--- config.mk ---
export PLATFORM = sky130hd
export DESIGN_NAME = mdio_master
export DESIGN_NICKNAME = d
export VERILOG_FILES = /design/src/rtl/mdio_pkg.sv /design/src/rtl/mdio_clkgen.sv /design/src/rtl/mdio_frame_fsm.sv /design/src/rtl/mdio_master.sv
export SDC_FILE = /design/constraint.sdc
export NUM_CORES = 1
export LEC_CHECK = 0
export BUFFER_PORTS_ARGS = -buffer_cell sky130_fd_sc_hd__buf_2
export CAP_MARGIN = 20
export CORE_MARGIN = 3
export CORE_UTILIZATION = 60
export DETAILED_ROUTE_END_ITERATION = 10
export PLACE_DENSITY = 0.86
export SYNTH_ARGS = -nofsm -noshare
export SYNTH_HDL_FRONTEND = slang
export SYNTH_HIERARCHICAL = 1
export SYNTH_SLANG_ARGS = --single-unit
--- constraint.sdc ---
create_clock -name clk -period 6.3 [get_ports clk]
set_input_delay 0.945 -clock clk [delete_from_list [all_inputs] [get_ports clk]]
set_output_delay 0.945 -clock clk [all_outputs]
set_load 0.005 [all_outputs]
--- src/rtl/mdio_pkg.sv ---
`timescale 1ns/1ps
package mdio_pkg;
    localparam int PRE_BITS   = 32;
    localparam int HDR_BITS   = 14;
    localparam int TURN_BITS  = 2;
    localparam int DATA_BITS  = 16;
    localparam int FRAME_BITS = PRE_BITS + HDR_BITS + TURN_BITS + DATA_BITS;
    localparam int LEFT_W     = $clog2(PRE_BITS);

    localparam int CMD_START  = 31;
    localparam int CMD_WRITE  = 30;
    localparam int CMD_ACK    = 29;
    localparam int CTL_IDLE   = 31;
    localparam int CTL_EN     = 30;

    typedef enum logic [2:0] {
        ST_IDLE,
        ST_PREAMBLE,
        ST_HEADER,
        ST_TURN,
        ST_DATA
    } frame_state_e;
endpackage

--- src/rtl/mdio_clkgen.sv ---
`timescale 1ns/1ps
module mdio_clkgen #(
    parameter int DIV_W = 8
) (
    input  logic             clk,
    input  logic             rst_n,
    input  logic             en,
    input  logic [DIV_W-1:0] div,
    output logic             mdc,
    output logic             rise_tick,
    output logic             fall_tick
);
    logic [DIV_W-1:0] cnt_q;
    logic             mdc_q;
    logic             wrap;

    assign wrap      = en && (cnt_q >= div);
    assign rise_tick = wrap && !mdc_q;
    assign fall_tick = wrap && mdc_q;
    assign mdc       = mdc_q;

    always_ff @(posedge clk) begin
        if (!rst_n || !en) begin
            cnt_q <= '0;
            mdc_q <= 1'b0;
        end else if (wrap) begin
            cnt_q <= '0;
            mdc_q <= !mdc_q;
        end else begin
            cnt_q <= cnt_q + 1'b1;
        end
    end

    AST_MDC_OFF_WHEN_DISABLED: assert property (@(posedge clk) disable iff (!rst_n)
        !en |=> !mdc);
endmodule

--- src/rtl/mdio_frame_fsm.sv ---
`timescale 1ns/1ps
module mdio_frame_fsm
    import mdio_pkg::*;
(
    input  logic                 clk,
    input  logic                 rst_n,
    input  logic                 start,
    input  logic                 is_write,
    input  logic [4:0]           phy_addr,
    input  logic [4:0]           reg_addr,
    input  logic [DATA_BITS-1:0] wdata,
    input  logic                 rise_tick,
    input  logic                 fall_tick,
    input  logic                 mdio_i,
    output logic                 mdio_o,
    output logic                 mdio_oe,
    output logic                 active,
    output logic                 done,
    output logic [DATA_BITS-1:0] rdata,
    output logic                 ack
);
    frame_state_e           state_q, state_d;
    logic [LEFT_W-1:0]      left_q, left_d;
    logic [FRAME_BITS-1:0]  sreg_q, sreg_d;
    logic [FRAME_BITS-1:0]  frame;
    logic [FRAME_BITS-1:0]  shifted;
    logic                   last_bit;

    assign frame    = {{PRE_BITS{1'b1}}, 2'b01, (is_write ? 2'b01 : 2'b10),
                       phy_addr, reg_addr, 2'b10, wdata};
    assign shifted  = {sreg_q[FRAME_BITS-2:0], 1'b0};
    assign last_bit = (left_q == '0);

    // next-state process
    always_comb begin
        state_d = state_q;
        left_d  = left_q;
        sreg_d  = sreg_q;
        if (fall_tick) begin
            unique case (state_q)
                ST_IDLE: if (start) begin
                    state_d = ST_PREAMBLE;
                    left_d  = LEFT_W'(PRE_BITS - 1);
                    sreg_d  = frame;
                end
                ST_PREAMBLE: begin
                    sreg_d = shifted;
                    if (last_bit) begin
                        state_d = ST_HEADER;
                        left_d  = LEFT_W'(HDR_BITS - 1);
                    end else left_d = left_q - 1'b1;
                end
                ST_HEADER: begin
                    sreg_d = shifted;
                    if (last_bit) begin
                        state_d = ST_TURN;
                        left_d  = LEFT_W'(TURN_BITS - 1);
                    end else left_d = left_q - 1'b1;
                end
                ST_TURN: begin
                    sreg_d = shifted;
                    if (last_bit) begin
                        state_d = ST_DATA;
                        left_d  = LEFT_W'(DATA_BITS - 1);
                    end else left_d = left_q - 1'b1;
                end
                ST_DATA: begin
                    sreg_d = shifted;
                    if (last_bit) state_d = ST_IDLE;
                    else          left_d  = left_q - 1'b1;
                end
                default: state_d = ST_IDLE;
            endcase
        end
    end

    // state register process
    always_ff @(posedge clk) begin
        if (!rst_n) begin
            state_q <= ST_IDLE;
            left_q  <= '0;
            sreg_q  <= '0;
        end else begin
            state_q <= state_d;
            left_q  <= left_d;
            sreg_q  <= sreg_d;
        end
    end

    // output process
    always_comb begin
        active  = (state_q != ST_IDLE);
        mdio_o  = sreg_q[FRAME_BITS-1];
        mdio_oe = active && (is_write || state_q == ST_PREAMBLE || state_q == ST_HEADER);
        done    = fall_tick && (state_q == ST_DATA) && last_bit;
    end

    // read capture on MDC rising edges
    always_ff @(posedge clk) begin
        if (!rst_n) begin
            rdata <= '0;
            ack   <= 1'b0;
        end else if (fall_tick && state_q == ST_IDLE && start) begin
            ack <= 1'b0;
        end else if (rise_tick && !is_write) begin
            if (state_q == ST_TURN && last_bit) ack <= !mdio_i;
            if (state_q == ST_DATA) rdata <= {rdata[DATA_BITS-2:0], mdio_i};
        end
    end
endmodule

--- src/rtl/mdio_master.sv ---
`timescale 1ns/1ps
module mdio_master
    import mdio_pkg::*;
#(
    parameter int DIV_W = 8
) (
    input  logic        clk,
    input  logic        rst_n,
    input  logic        reg_addr,
    input  logic        reg_wr,
    input  logic [31:0] reg_wdata,
    output logic [31:0] reg_rdata,
    output logic        mdc,
    output logic        mdio_o,
    output logic        mdio_oe,
    input  logic        mdio_i
);
    localparam logic SEL_CTRL = 1'b0;
    localparam logic SEL_CMD  = 1'b1;
    localparam int   PAD_W    = 30 - DIV_W;

    logic             en_q;
    logic [DIV_W-1:0] div_q;
    logic             busy_q, wr_q, ack_q;
    logic [4:0]       phy_q, regad_q;
    logic [15:0]      data_q;

    logic             rise_tick, fall_tick;
    logic             fsm_active, fsm_done, fsm_ack;
    logic [15:0]      fsm_rdata;
    logic             unused_wbits;

    assign unused_wbits = ^reg_wdata[28:26];

    mdio_clkgen #(.DIV_W(DIV_W)) u_clkgen (
        .clk       (clk),
        .rst_n     (rst_n),
        .en        (en_q),
        .div       (div_q),
        .mdc       (mdc),
        .rise_tick (rise_tick),
        .fall_tick (fall_tick)
    );

    mdio_frame_fsm u_fsm (
        .clk       (clk),
        .rst_n     (rst_n),
        .start     (busy_q),
        .is_write  (wr_q),
        .phy_addr  (phy_q),
        .reg_addr  (regad_q),
        .wdata     (data_q),
        .rise_tick (rise_tick),
        .fall_tick (fall_tick),
        .mdio_i    (mdio_i),
        .mdio_o    (mdio_o),
        .mdio_oe   (mdio_oe),
        .active    (fsm_active),
        .done      (fsm_done),
        .rdata     (fsm_rdata),
        .ack       (fsm_ack)
    );

    always_ff @(posedge clk) begin
        if (!rst_n) begin
            en_q    <= 1'b0;
            div_q   <= '0;
            busy_q  <= 1'b0;
            wr_q    <= 1'b0;
            ack_q   <= 1'b0;
            phy_q   <= '0;
            regad_q <= '0;
            data_q  <= '0;
        end else begin
            if (reg_wr && reg_addr == SEL_CTRL) begin
                en_q  <= reg_wdata[CTL_EN];
                div_q <= reg_wdata[DIV_W-1:0];
            end
            if (busy_q) begin
                if (fsm_done) begin
                    busy_q <= 1'b0;
                    ack_q  <= !wr_q && fsm_ack;
                    if (!wr_q) data_q <= fsm_rdata;
                end
            end else if (reg_wr && reg_addr == SEL_CMD) begin
                busy_q  <= reg_wdata[CMD_START];
                wr_q    <= reg_wdata[CMD_WRITE];
                regad_q <= reg_wdata[25:21];
                phy_q   <= reg_wdata[20:16];
                data_q  <= reg_wdata[15:0];
                if (reg_wdata[CMD_START]) ack_q <= 1'b0;
            end
        end
    end

    always_comb begin
        if (reg_addr == SEL_CTRL)
            reg_rdata = {(!busy_q && !fsm_active), en_q, {PAD_W{1'b0}}, div_q};
        else
            reg_rdata = {busy_q, wr_q, ack_q, 3'b000, regad_q, phy_q, data_q};
    end

    AST_START_HELD: assert property (@(posedge clk) disable iff (!rst_n)
        busy_q && !fsm_done |=> busy_q);
    AST_BUSY_WRITE_DROPPED: assert property (@(posedge clk) disable iff (!rst_n)
        busy_q && reg_wr && reg_addr == SEL_CMD && !fsm_done
        |=> $stable(phy_q) && $stable(regad_q) && $stable(wr_q) && $stable(data_q));
    AST_NO_DRIVE_WHEN_IDLE: assert property (@(posedge clk) disable iff (!rst_n)
        !busy_q |-> !mdio_oe);
    AST_MDIO_HOLD_AT_RISE: assert property (@(posedge clk) disable iff (!rst_n)
        $rose(mdc) |-> $stable(mdio_o));
endmodule

==> results.ini <==
[outcome]
outcome = finished clean

[routing]
first_iter_violations = 423
vias = 5020
drtPass1Iterations = 5
finalWirelength_um = 13900
ant_nets = 0
routed_via_density = 6.05
wl_per_cell_um = 16.8
drc_errors = 0

[pwr]
seq_power_share_pct = 46.2
switching_share_pct = 22.9
p_comb_share_pct = 4.6
internal-power_mw = 1.48
ir_worst_vdd_v = 0.000256
power.leakage_nw = 2.59
power-per-cell-area_mw_per_mm2 = 278
clkPwrFrac_pct = 49.2
power.net_switching_uw = 439

[synth]
synthArstFlopShare_pct = 0
syn_avg_cell_area_um2 = 9.40
post-synth-top-count-cell = dfxtp_1
ys_seq_elements = 136
synth_edf_count = 0
synth_cell_types = 66
synthTopCellsByCount = dfxtp_1, nand2_1, a22oi_1
synth-main-ff-cell = dfxtp_1
yosysTopAreaCellShare_pct = 44.7
synthTopCellsByArea = dfxtp_1, nand2_1, o221a_2
yosysTopAreaCell = dfxtp_1
syn_area_mm2 = 0.00608
synthCells = 647
seq_area_frac_synth_pct = 44.7
yosysWarnings = 6

[die]
die_h_um = 107
die_w_um = 107
initial_core_util_pct = 62.0
core_mm2 = 0.00982
fp-row-count = 36
ios = 72
die_area_mm2 = 0.0114

[placed_design]
dpl.hpwl_um = 8680
port_buffers = 64
place_congestion = 0.858
placed_cell_area_mm2 = 0.00627

[sta]
min_period_over_period_pct = 56.7
min_period_ps = 3570
hold_ws_ps = 454
worst_pin_slew_ps = 1070
finalSetupTns_ps = 0
finalMaxSlewViolations = 0
maxSlewHeadroom_pct = 28.6
setup_viol = 0
finalClockSkew_ps = 8.52
hold_viol = 0
fmax_ghz = 0.280
rsz0062_at_grt = no

[worst_setup_path]
crit_arrival_ps = 4000
worstPathCellList = inv_1 > ha_1 > and4_1 > o21ai_0 > o21a_1 > nor2_1 > nor2b_1 > and3_1 > o21ai_0 > a31oi_1
crit_start = div_q[7]
worstSetupEndpointType = flip-flop
path_class = flip-flop to flip-flop
critPathMostFrequentCell = o21ai_0
path_depth = 10
timing.rr.start = div_q[7]
reg2reg_slack_ps = 2730
cp_slowest_cell = and3_1
crit_family = simple AND/OR/NAND/NOR gates
cp_num_buf_inv = 1
crit_path_end = u_fsm/left_q[4]
cp-start-kind = flip-flop
r2r-end = u_fsm/left_q[4]
cp.required_ps = 6720
r2r_cells = 10
cpPeakStageDelay_ps = 900
cp_max_fo = 28

[grt]
grt_usage_pct = 24.6
grt_overflow = 0
grt_max_degree = 134
grt_pass1_vias = 4776
grt_antenna_before_repair = 0
grt_pass1_wl_um = 22800

[clock_network]
cts_max_path_buffers = 2
clkLatencyLatePin_ps = 520
cts.clk_slew.worst_paths_ps = 60
htreeDepth = 4
clock-sinks = 136
ctsHoldBuffers = 0
root_buffer = clkbuf_8
cts_repair_resize_count = 0
cts_tree = done
cts_setup_buffers = 0
cts_buffers = 17

[cells_and_area]
syn2layout_area_growth_pct = 13.4
design_area_mm2 = 0.00690
drive_gt1_share_pct = 22.5
nNetsFinal = 731
diodes = 0

[job]
drv_cap = 0

[hold_path]
min_path_type = flip-flop to flip-flop

## layer usage
metal / routed length (µm) / GRT usage, % / up-vias
met5: 0 / 0 / -
met4: 301 / 8.40 / 0
met3: 895 / 5.36 / 35
met2: 6820 / 41.5 / 219
met1: 5910 / 31.1 / 2366
li1: - / - / 2400
## power groups by stage
stage	clock (mW)	sequential [mW]	combinational, mW
after floorplan	0	0.898	0.0579
after global placement	0	0.902	0.0804
after detailed placement	0	0.903	0.0832
after CTS	0.953	0.884	0.0847
after global routing	0.987	0.886	0.0955
final	0.943	0.884	0.0880
## worst register-to-register path: cells and delay by family (launching register included)
kind / cells / cell delay [ps]
compound gates: 4 / 840
fa+ha+maj: 1 / 310
simple gates: 4 / 1900
buf+inv: 1 / 70
flops: 1 / 370
## flip-flops by register name (all words and copies together), names as in the netlist
| name | cells |
|---|---|
| u_clkgen/cnt_q | 8 |
| wr_q | 1 |
| ack_q | 1 |
| u_fsm/state_q | 3 |
| busy_q | 1 |
| regad_q | 5 |
| phy_q | 5 |
| u_fsm/left_q | 5 |
| u_fsm/rdata | 16 |
| u_fsm/sreg_q | 64 |
| data_q | 16 |
| u_clkgen/mdc | 1 |
| en_q | 1 |
| u_fsm/ack | 1 |
| div_q | 8 |
## stage by stage
stage / total power [mW] / instances / utilization (%) / worst slack (ps)
after CTS: 1.92 / 827 / 69.6 / 2550
final: 1.92 / 830 / 70.3 / 2730
after detailed placement: 0.986 / 795 / 63.8 / 2670
after global placement: 0.982 / 794 / 63.6 / 2740
after global routing: 1.97 / 830 / 70.3 / 2430
after floorplan: 0.956 / 649 / - / 3730
## cell usage in the layout (no fill, tap or decap), types with 5 or more instances in the layout
cell type    n
and3_1       5
nor3_1       7
buf_2       63
o21ai_0     12
nand2_1    124
nor2_1      17
a21boi_1    29
o21a_1       5
nand3_1      9
a21oi_1      6
a22oi_1     46
nor2b_1      6
a21boi_0    34
inv_1       14
mux2_2       9
dfxtp_1    136
xnor2_1      5
o221a_2     36
clkbuf_16   16
and2_1      19
o21ai_1     13
ha_1        10
## cell families after synthesis
family / Yosys count / synth area share (%)
AND/OR/NAND/NOR: 214 / 17.1
AO/OA/AOI/OAI: 202 / 26.6
flip-flops: 136 / 44.7
buffers and inverters: 67 / 6.58
adder cells (fa/ha/maj): 10 / 2.06
multiplexers: 10 / 1.83
XOR/XNOR: 7 / 1.01
other: 1 / 0.0616
## final cells by class
type | count | area, µm²
multi-input cells | 446 | 2970
fillers | 741 | 2920
flip-flops and latches | 136 | 2720
repair buffers | 69 | 420
clock buffers | 18 | 418
well taps | 133 | 166
clock inverters | 14 | 150
inverters | 14 | 52.6
## worst min-delay path by stage
| stage | start | end | slack, ps | depth (start not counted) |
|---|---|---|---|---|
| 3_5_place_dp | u_fsm/sreg_q[10] | u_fsm/sreg_q[10] | 440 | 2 |
| 3_3_place_gp | u_fsm/sreg_q[26] | u_fsm/sreg_q[26] | 440 | 2 |
| 6_report | u_fsm/sreg_q[10] | u_fsm/sreg_q[10] | 450 | 2 |
| 2_1_floorplan | u_fsm/sreg_q[15] | u_fsm/sreg_q[15] | 430 | 2 |
| 5_1_grt | u_fsm/sreg_q[13] | u_fsm/sreg_q[13] | 480 | 2 |
| 4_1_cts | u_fsm/sreg_q[10] | u_fsm/sreg_q[10] | 450 | 2 |
(Power assumes the default switching activity.)
